### src/rtl/tmr_oc_pkg.sv
package tmr_oc_pkg;

  typedef enum logic [1:0] {
    ACT_NONE   = 2'b00,
    ACT_TOGGLE = 2'b01,
    ACT_CLEAR  = 2'b10,
    ACT_SET    = 2'b11
  } oc_act_e;

  // next level of one pin given its own action code
  function automatic logic apply_act(input logic cur, input logic [1:0] code);
    case (oc_act_e'(code))
      ACT_TOGGLE: return ~cur;
      ACT_CLEAR:  return 1'b0;
      ACT_SET:    return 1'b1;
      default:    return cur;
    endcase
  endfunction

endpackage

### src/rtl/tmr_oc_cmp.sv
module tmr_oc_cmp #(
  parameter int NCH = 8,
  parameter int CW  = 16
) (
  input  logic          clk,
  input  logic          rst_n,
  input  logic          tick_en,
  input  logic          cnt_wr,
  input  logic [CW-1:0] cnt_wdata,
  input  logic [CW-1:0] cmp_val [NCH],
  input  logic [NCH:0]  flg_clr,
  output logic [CW-1:0] cnt,
  output logic [NCH-1:0] hit,
  output logic          ovf_evt,
  output logic [NCH-1:0] flags,
  output logic          ovf_flag
);

  localparam logic [CW-1:0] CNT_MAX = '1;

  for (genvar i = 0; i < NCH; i++) begin : g_match
    assign hit[i] = tick_en && (cnt == cmp_val[i]);
  end

  assign ovf_evt = tick_en && (cnt == CNT_MAX);

  always_ff @(posedge clk or negedge rst_n) begin
    if (!rst_n) begin
      cnt      <= '0;
      flags    <= '0;
      ovf_flag <= 1'b0;
    end else begin
      if (cnt_wr)       cnt <= cnt_wdata;
      else if (tick_en) cnt <= cnt + CW'(1);
      flags    <= (flags & ~flg_clr[NCH-1:0]) | hit;
      ovf_flag <= (ovf_flag & ~flg_clr[NCH]) | ovf_evt;
    end
  end

  AST_TICK_STEP: assert property (@(posedge clk) disable iff (!rst_n)
    tick_en && !cnt_wr |=> cnt == $past(cnt) + CW'(1));
  AST_IDLE_HOLD: assert property (@(posedge clk) disable iff (!rst_n)
    !tick_en && !cnt_wr |=> $stable(cnt));
  AST_WRAP_FLAG: assert property (@(posedge clk) disable iff (!rst_n)
    ovf_evt |=> ovf_flag);
  AST_HIT_FLAG: assert property (@(posedge clk) disable iff (!rst_n)
    (|hit) |=> (flags & $past(hit)) == $past(hit));

endmodule

### src/rtl/tmr_oc_regs.sv
module tmr_oc_regs #(
  parameter int NCH        = 8,
  parameter int CW         = 16,
  parameter int HAS_MASTER = 1,
  parameter int AW         = 4
) (
  input  logic                 clk,
  input  logic                 rst_n,
  input  logic                 bus_wr,
  input  logic [AW-1:0]        bus_addr,
  input  logic [CW-1:0]        bus_wdata,
  input  logic [CW-1:0]        cnt,
  input  logic [NCH-1:0]       flags,
  input  logic                 ovf_flag,
  output logic [CW-1:0]        cmp_val [NCH],
  output logic [NCH-1:0]       mask_q,
  output logic [NCH-1:0]       data_q,
  output logic [NCH-1:0]       ios_q,
  output logic [NCH-1:0]       dis_q,
  output logic [2*NCH-3:0]     act_q,
  output logic                 tov_q,
  output logic                 cnt_wr,
  output logic [NCH:0]         flg_clr,
  output logic [CW-1:0]        rdata
);

  localparam int IW = $clog2(NCH);
  localparam int ACW = 2 * (NCH - 1);
  localparam logic [AW-1:0] A_MASK = AW'(NCH);
  localparam logic [AW-1:0] A_DATA = AW'(NCH + 1);
  localparam logic [AW-1:0] A_IOS  = AW'(NCH + 2);
  localparam logic [AW-1:0] A_DIS  = AW'(NCH + 3);
  localparam logic [AW-1:0] A_ACT  = AW'(NCH + 4);
  localparam logic [AW-1:0] A_CTL  = AW'(NCH + 5);
  localparam logic [AW-1:0] A_FLG  = AW'(NCH + 6);
  localparam logic [AW-1:0] A_CNT  = AW'(NCH + 7);

  logic cmp_sel;
  assign cmp_sel = bus_addr < AW'(NCH);

  always_ff @(posedge clk or negedge rst_n) begin
    if (!rst_n) begin
      cmp_val <= '{default: '0};
      ios_q   <= '0;
      dis_q   <= '0;
      act_q   <= '0;
      tov_q   <= 1'b0;
    end else if (bus_wr) begin
      if (cmp_sel) cmp_val[bus_addr[IW-1:0]] <= bus_wdata;
      case (bus_addr)
        A_IOS:   ios_q <= bus_wdata[NCH-1:0];
        A_DIS:   dis_q <= bus_wdata[NCH-1:0];
        A_ACT:   act_q <= bus_wdata[ACW-1:0];
        A_CTL:   tov_q <= bus_wdata[0];
        default: ;
      endcase
    end
  end

  if (HAS_MASTER != 0) begin : g_master
    always_ff @(posedge clk or negedge rst_n) begin
      if (!rst_n) begin
        mask_q <= '0;
        data_q <= '0;
      end else if (bus_wr) begin
        if (bus_addr == A_MASK) mask_q <= bus_wdata[NCH-1:0];
        if (bus_addr == A_DATA) data_q <= bus_wdata[NCH-1:0];
      end
    end
  end else begin : g_reserved
    assign mask_q = '0;
    assign data_q = '0;
  end

  assign cnt_wr  = bus_wr && (bus_addr == A_CNT);
  assign flg_clr = (bus_wr && bus_addr == A_FLG) ? bus_wdata[NCH:0] : '0;

  always_comb begin
    rdata = '0;
    if (cmp_sel) rdata = cmp_val[bus_addr[IW-1:0]];
    else begin
      case (bus_addr)
        A_MASK:  rdata = CW'(mask_q);
        A_DATA:  rdata = CW'(data_q);
        A_IOS:   rdata = CW'(ios_q);
        A_DIS:   rdata = CW'(dis_q);
        A_ACT:   rdata = CW'(act_q);
        A_CTL:   rdata = CW'(tov_q);
        A_FLG:   rdata = CW'({ovf_flag, flags});
        A_CNT:   rdata = cnt;
        default: rdata = '0;
      endcase
    end
  end

endmodule

### src/rtl/tmr_oc_pins.sv
module tmr_oc_pins
  import tmr_oc_pkg::*;
#(
  parameter int NCH        = 8,
  parameter int HAS_MASTER = 1
) (
  input  logic             clk,
  input  logic             rst_n,
  input  logic [NCH-1:0]   hit,
  input  logic             ovf_evt,
  input  logic             tov,
  input  logic [NCH-1:0]   mask,
  input  logic [NCH-1:0]   data,
  input  logic [NCH-1:0]   ios,
  input  logic [NCH-1:0]   dis,
  input  logic [2*NCH-3:0] act,
  output logic             master_evt,
  output logic [NCH-1:0]   live,
  output logic [NCH-1:0]   ovr_sel,
  output logic [NCH-1:0]   pin
);

  logic [NCH-1:0] pin_nxt;

  assign master_evt = (HAS_MASTER != 0) && (hit[NCH-1] || (ovf_evt && tov));
  assign live       = ios & ~dis;
  assign ovr_sel    = master_evt ? (mask & live) : '0;

  for (genvar i = 0; i < NCH - 1; i++) begin : g_lower
    assign pin_nxt[i] = ovr_sel[i]            ? data[i] :
                        (hit[i] && live[i])   ? apply_act(pin[i], act[2*i +: 2]) :
                                                pin[i];
  end
  assign pin_nxt[NCH-1] = ovr_sel[NCH-1] ? data[NCH-1] : pin[NCH-1];

  always_ff @(posedge clk or negedge rst_n) begin
    if (!rst_n) pin <= '0;
    else        pin <= pin_nxt;
  end

  AST_OVR_LOADS: assert property (@(posedge clk) disable iff (!rst_n)
    master_evt |=> ((pin ^ $past(data)) & $past(ovr_sel)) == '0);
  AST_DEAD_PINS: assert property (@(posedge clk) disable iff (!rst_n)
    ((|hit) || master_evt) |=> ((pin ^ $past(pin)) & ~$past(live)) == '0);
  AST_QUIET_HOLD: assert property (@(posedge clk) disable iff (!rst_n)
    (!(|(hit & live)) && !master_evt) |=> $stable(pin));

endmodule

### src/rtl/tmr_oc_override.sv
module tmr_oc_override #(
  parameter int NCH        = 8,
  parameter int CW         = 16,
  parameter int HAS_MASTER = 1,
  localparam int AW        = $clog2(NCH + 8)
) (
  input  logic           clk,
  input  logic           rst_n,
  input  logic           tick_en,
  input  logic           bus_wr,
  input  logic [AW-1:0]  bus_addr,
  input  logic [CW-1:0]  bus_wdata,
  output logic [CW-1:0]  bus_rdata,
  output logic [NCH-1:0] pin_out,
  output logic [NCH-1:0] cmp_flag,
  output logic           ovf_flag
);

  logic [CW-1:0]    cmp_val [NCH];
  logic [NCH-1:0]   mask_q, data_q, ios_q, dis_q;
  logic [2*NCH-3:0] act_q;
  logic             tov_q;
  logic             cnt_wr;
  logic [NCH:0]     flg_clr;
  logic [CW-1:0]    cnt;
  logic [NCH-1:0]   hit;
  logic             ovf_evt;
  logic             master_evt;
  logic [NCH-1:0]   live;
  logic [NCH-1:0]   ovr_sel;

  tmr_oc_regs #(.NCH(NCH), .CW(CW), .HAS_MASTER(HAS_MASTER), .AW(AW)) u_regs (
    .clk(clk), .rst_n(rst_n), .bus_wr(bus_wr), .bus_addr(bus_addr),
    .bus_wdata(bus_wdata), .cnt(cnt), .flags(cmp_flag), .ovf_flag(ovf_flag),
    .cmp_val(cmp_val), .mask_q(mask_q), .data_q(data_q), .ios_q(ios_q),
    .dis_q(dis_q), .act_q(act_q), .tov_q(tov_q), .cnt_wr(cnt_wr),
    .flg_clr(flg_clr), .rdata(bus_rdata)
  );

  tmr_oc_cmp #(.NCH(NCH), .CW(CW)) u_cmp (
    .clk(clk), .rst_n(rst_n), .tick_en(tick_en), .cnt_wr(cnt_wr),
    .cnt_wdata(bus_wdata), .cmp_val(cmp_val), .flg_clr(flg_clr), .cnt(cnt),
    .hit(hit), .ovf_evt(ovf_evt), .flags(cmp_flag), .ovf_flag(ovf_flag)
  );

  tmr_oc_pins #(.NCH(NCH), .HAS_MASTER(HAS_MASTER)) u_pins (
    .clk(clk), .rst_n(rst_n), .hit(hit), .ovf_evt(ovf_evt), .tov(tov_q),
    .mask(mask_q), .data(data_q), .ios(ios_q), .dis(dis_q), .act(act_q),
    .master_evt(master_evt), .live(live), .ovr_sel(ovr_sel), .pin(pin_out)
  );

  AST_MASTER_SRC: assert property (@(posedge clk) disable iff (!rst_n)
    master_evt |-> (hit[NCH-1] || (ovf_evt && tov_q)));
  AST_OVR_SUBSET: assert property (@(posedge clk) disable iff (!rst_n)
    (ovr_sel & ~mask_q) == '0);

endmodule

### config.mk
export PLATFORM = sky130hd
export DESIGN_NAME = tmr_oc_override
export DESIGN_NICKNAME = d
export VERILOG_FILES = /design/src/rtl/tmr_oc_pkg.sv /design/src/rtl/tmr_oc_cmp.sv /design/src/rtl/tmr_oc_regs.sv /design/src/rtl/tmr_oc_pins.sv /design/src/rtl/tmr_oc_override.sv
export SDC_FILE = /design/constraint.sdc
export NUM_CORES = 1
export LEC_CHECK = 0
export ABC_AREA = 1
export CAP_MARGIN = 25
export CORE_MARGIN = 5
export CORE_UTILIZATION = 45
export DETAILED_ROUTE_END_ITERATION = 7
export PLACE_DENSITY = 0.63
export SYNTH_ARGS = -nofsm -noshare
export SYNTH_HDL_FRONTEND = slang
export SYNTH_HIERARCHICAL = 1
export SYNTH_SLANG_ARGS = --single-unit
export TNS_END_PERCENT = 10
### constraint.sdc
create_clock -name clk -period 3.13 [get_ports clk]
set_input_delay 0.626 -clock clk [delete_from_list [all_inputs] [get_ports clk]]
set_output_delay 0.626 -clock clk [all_outputs]
set_load 0.01 [all_outputs]
# Yosys cells after proc, flatten, opt, wreduce, memory -nomap -nowiden
# Cells that the tools add are included.
totals:
  regBits: 208
  in_bits: 24
  output_inout_bits: 33
  word_cells: 167
op_classes:
  add_sub_neg: 1
  n_lt_le_gt_ge: 3
  n_eq_ne: 38
  mux: 33
  n_bitwise: 17
  reduce_logical: 50
op_table:
  columns: ["operator", "n"]
  rows:
  - ["$bwmux W128", 1]
  - ["$eq A16 B16 Y1", 8]
  - ["$pmux W16 S8", 1]
  - ["$mux W16", 6]
  - ["$bmux W16 S3", 1]
  - ["$demux W16 S3", 1]
  - ["$eq A4 B4 Y1 const B", 8]
  - ["$eq A2 B2 Y1 const B", 14]
  - ["$reduce_and A2 Y1", 14]
  - ["$reduce_bool A4 Y1", 7]
  - ["$and A8 B8 Y8", 3]
  - ["$pmux W1 S3", 7]
  - ["$logic_and A1 B1 Y1", 20]
  - ["$add A16 B1 Y16 const B", 1]
  - ["$eq A16 B16 Y1 const B", 1]
  - ["$not A8 Y8", 2]
  - ["$reduce_bool A2 Y1", 8]
  - ["$eq A2 B1 Y1 const B", 7]
  - ["$mux W1", 14]
  - ["$mux W9", 1]
  - ["$mux W8", 1]
  - ["$not A1 Y1", 8]
  - ["$or A8 B8 Y8", 1]
  - ["$ge A4 B4 Y1 const B", 1]
  - ["6 further kinds", 6]

# Logic depth before layout (Yosys ltp)
depth:
  word_depth: 7
  depth_mapped: 16
  mapped_depth_nobuf: 15

# By module
# The synthesis kept the hierarchy.
modules_own_cells:
  columns: ["mod", "n_inst", "cells_per_inst", "area_per_inst_um2", "seq_area_each_um2"]
  rows:
  - ["tmr_oc_regs", 1, 1084, 8406.8, 4379.2]
  - ["tmr_oc_cmp", 1, 954, 4713.3, 625.6]
  - ["tmr_oc_pins", 1, 137, 867.1, 200.2]

# Worst setup path before layout
# Ideal clock, no wire load.
synth_timing:
  path_type: "input to output"
  from: "input port bus_addr[0]"
  to: "output port bus_rdata[5]"
  arrival_time_ns: 1.623
  slack_ns: 0.881
  stages: 10
  path_cell_list: "buf_4 -> nand2_1 -> inv_1 -> buf_6 -> nand3_1 -> nand2_1 -> inv_1 -> nand2_1 -> nor2_1 -> nand2_1"
synth_via:
  elab_chain_len: 5
synth_rtl:
  columns: ["item", "line_no", "text"]
  rows:
  - ["start: declaration", "tmr_oc_override.sv:11", "input logic [AW-1:0] bus_addr,"]
  - ["$not A3 Y4 (implied by the code)", "tmr_oc_regs.sv:80", "if (cmp_sel) rdata = cmp_val[bus_addr[IW-1:0]];"]
  - ["$bmux W16 S3", "tmr_oc_regs.sv:80", null]
  - ["$mux W16 (implied by the code) (2 in series)", "tmr_oc_regs.sv:80", null]
  - ["$mux W16 *", "tmr_oc_regs.sv:80", null]
  - ["end: declaration", "tmr_oc_override.sv:13", "output logic [CW-1:0] bus_rdata,"]
# Mark *: on every way between the ends. The rest lies on a longest branch, timed or not. The select of a mux whose other input is x is not followed.

# Final worst setup path
layout_timing:
  from: "input port bus_addr[1]"
  to: "output port bus_rdata[13]"
# The elaborated chain is that of the path after synthesis.

==> run_results.csv <==
group,metric,value,unit
status,status,"finished with violations",
status,violations,"setup timing",
clock_network,clkLatencyLatePin,550,ps
routing,drc_errors,0,
sta,slew_violations,0,
clock_network,numCtsBuffers,26,
yosys,syn_area,14000,sq um
worst_setup_path,crit_arrival,2620,ps
grt,antenna_found_initial,1,
grt,grt_max_degree,81,
clock_network,clockRootBuffer,"clkbuf_16",
clock_network,cts_max_level,1,
pwr,p_per_area,702,nW/um^2
grt,grt_pass1_wl,91400,microns
worst_setup_path,cp_cell_sequence,"clkdlybuf4s50_1, buf_4, inv_2, nor2_2, buf_4, a21oi_1, nand3_1, nand3_1, nand2_1, clkdlybuf4s50_1",
clock_network,ctsResizeCount,9,
grt,gr-total-overflow,0,
sta,period_minus_slack,3250,ps
worst_setup_path,worst_ep_required_time,2500,ps
sta,tightest_slew,831,ps
placement,gp_congestion,1.07,
placement,port_buffers,56,
sta,layout_setup_ws,-117,ps
routing,vias_per_cell,5.64,
worst_setup_path,max_stage_delay,530,ps
pwr,ir_drop,0.513,mV
routing,ant_nets,0,
routing,wl,62800,microns
cells_and_area,drive_above_1_share,10.3,%
clock_network,clkTransAtPathRegs,60,ps
cells_and_area,fin_util,53.1,%
worst_setup_path,endpoint_kind,"output port",
worst_setup_path,crit_slowest_cell,"clkdlybuf4s50_1",
cells_and_area,multi_input_area,7240,sq um
worst_setup_path,crit_path_max_fanout,6,
yosys,postSynthAreaPerCell,6.43,sq um
clock_network,hold_buffers,0,
die,core-area,30700,sq um
sta,fmaxAchievable,308,MHz
clock_network,cts_setup_buffers,0,
sta,finClkSkew,18.7,ps
routing,first_iter_violations,1776,
sta,relSlewSlack,44.5,%
min_path,hold_class,"in2async",
die,row_count,64,
die,die_width,186,microns
flow_run,cap_violations,0,
die,die_y,186,microns
pwr,leakagePower,0.00853,uW
yosys,synthesis.instances,2173,
placement,hpwlAfterDp,46700,microns
clock_network,clock-sinks,208,
grt,grt_pass1_vias,13900,
sta,setup_viol,7,
cells_and_area,seq_area,5200,sq um
sta,fin_crit_sh,104,%
grt,grtUsageTotal,36.0,%
clock_network,cts_tree,"done",
routing,wire_per_inst,23.5,microns
worst_setup_path,path_class,"in2out",
sta,rsz0062_at_grt,"true",
routing,vias,15100,
die,io-pin-count,57,
sta,whs,50.4,ps
cells_and_area,fillers,3155,
yosys,syn_nets,2198,
die,die_area,34700,sq um
clock_network,clockBufferDepth,3,
routing,first_pass_iters,8,
pwr,total_power,11400,uW
sta,hold_violations,0,
worst_setup_path,path_delay_family,"buffers and inverters",
worst_setup_path,startpoint_type,"input port",
cells_and_area,nNetsFinal,2287,
worst_setup_path,cp_num_buf_inv,5,
cells_and_area,area_delta_synth_final,16.5,%
yosys,yosysWarnings,6,
die,start_util,45.6,%
==> report_power, final <==
group	switching (uW)	internal [uW]
combinational	2560	1460
sequential	1050	3240
clock	1230	1900
==> path summary, 6_finish.rpt <==
| path | from | endpoint | slack, ps | depth (start not counted) |
|---|---|---|---|---|
| min reg2reg | u_pins/pin[7] | u_pins/pin[7] | 510 | 2 |
| min in group clk | u_pins/pin[7] | u_pins/pin[7] | 510 | 2 |
| max in group asynchronous | rst_n | u_regs/cmp_val[56] | 2220 | 2 |
| max | bus_addr[1] | bus_rdata[13] | -120 | 10 |
| min | rst_n | u_regs/act_q[2] | 50 | 1 |
| max reg2reg | u_cmp/cnt[1] | u_pins/pin[6] | 530 | 14 |
==> placed cells by master (no fill, tap or decap), types with 3 or more instances in the layout <==
master	n
nor3_2	3
clkdlybuf4s50_1	44
nand3_1	153
inv_1	225
nand3_4	3
buf_12	12
nor3b_1	4
nand2_2	16
nand4_1	26
dlygate4sd2_1	6
buf_6	4
nand3_2	5
xnor2_1	17
and3b_1	3
o211ai_1	4
clkbuf_1	4
buf_4	87
nor2_2	10
clkinv_2	7
and3_1	5
inv_2	25
dlymetal6s2s_1	4
o21ai_0	95
dfrtp_1	208
nand3b_1	12
nand2_1	868
nor3_1	3
a22oi_1	11
nand2_4	3
o21ai_1	82
clkbuf_16	26
nor2_4	13
nor2_1	200
a21oi_1	60
bufinv_16	4
xor2_1	7
==> flip-flops by register name, indices dropped and copies added, names as in the netlist <==
signal / cells
u_cmp/cnt: 16
u_regs/dis_q: 8
u_regs/ios_q: 8
u_regs/tov_q: 1
u_regs/act_q: 14
u_regs/data_q: 8
u_cmp/flags: 8
u_cmp/ovf_flag: 1
u_pins/pin: 8
u_regs/cmp_val: 128
u_regs/mask_q: 8
==> cell type report <==
cell class / count / area share (%)
clock inverter: 14 / 1.17
timing repair buffer: 159 / 9.22
clock buffer: 32 / 4.25
antenna: 1 / 0.0154
tap: 396 / 3.04
multi-input combinational: 1613 / 44.5
inverter: 254 / 5.91
sequential: 208 / 31.9
==> per-layer routing <==
metal  routed length (microns)  vias up  global-route usage (%)
met3                      6710      193                    7.14
li1                          -     6950                       -
met2                     27400      889                    56.2
met4                      3130        0                    14.5
met5                         0        -                       0
met1                     25600     7070                    49.4
==> through the flow <==
stage / setup TNS [ps] / std cells / cell area [sq um] / setup slack, ps
6_report: -504 / 2677 / 16300 / -117
5_1_grt: -1050 / 2676 / 16300 / -174
4_1_cts: -488 / 2676 / 16300 / -79.1
3_5_place_dp: -515 / 2630 / 15400 / -81.9
3_3_place_gp: -199 / 2629 / 15400 / -42.7
2_1_floorplan: 0 / 2173 / 14000 / 881
==> worst reg2reg max path, cell delays in order, from the launching register on <==
cell and delay, ps:
dfrtp_1 760, ha_1 330, nand3_1 160, inv_1 130
nand2_2 80, inv_2 80, nand2_2 80, nor2_1 110
nand2_1 80, nand2_2 250, nand3_1 190, inv_1 100
nand2_1 50, nand2_1 60, nand2_1 40
Note: power is estimated with default switching activity, not from simulation.
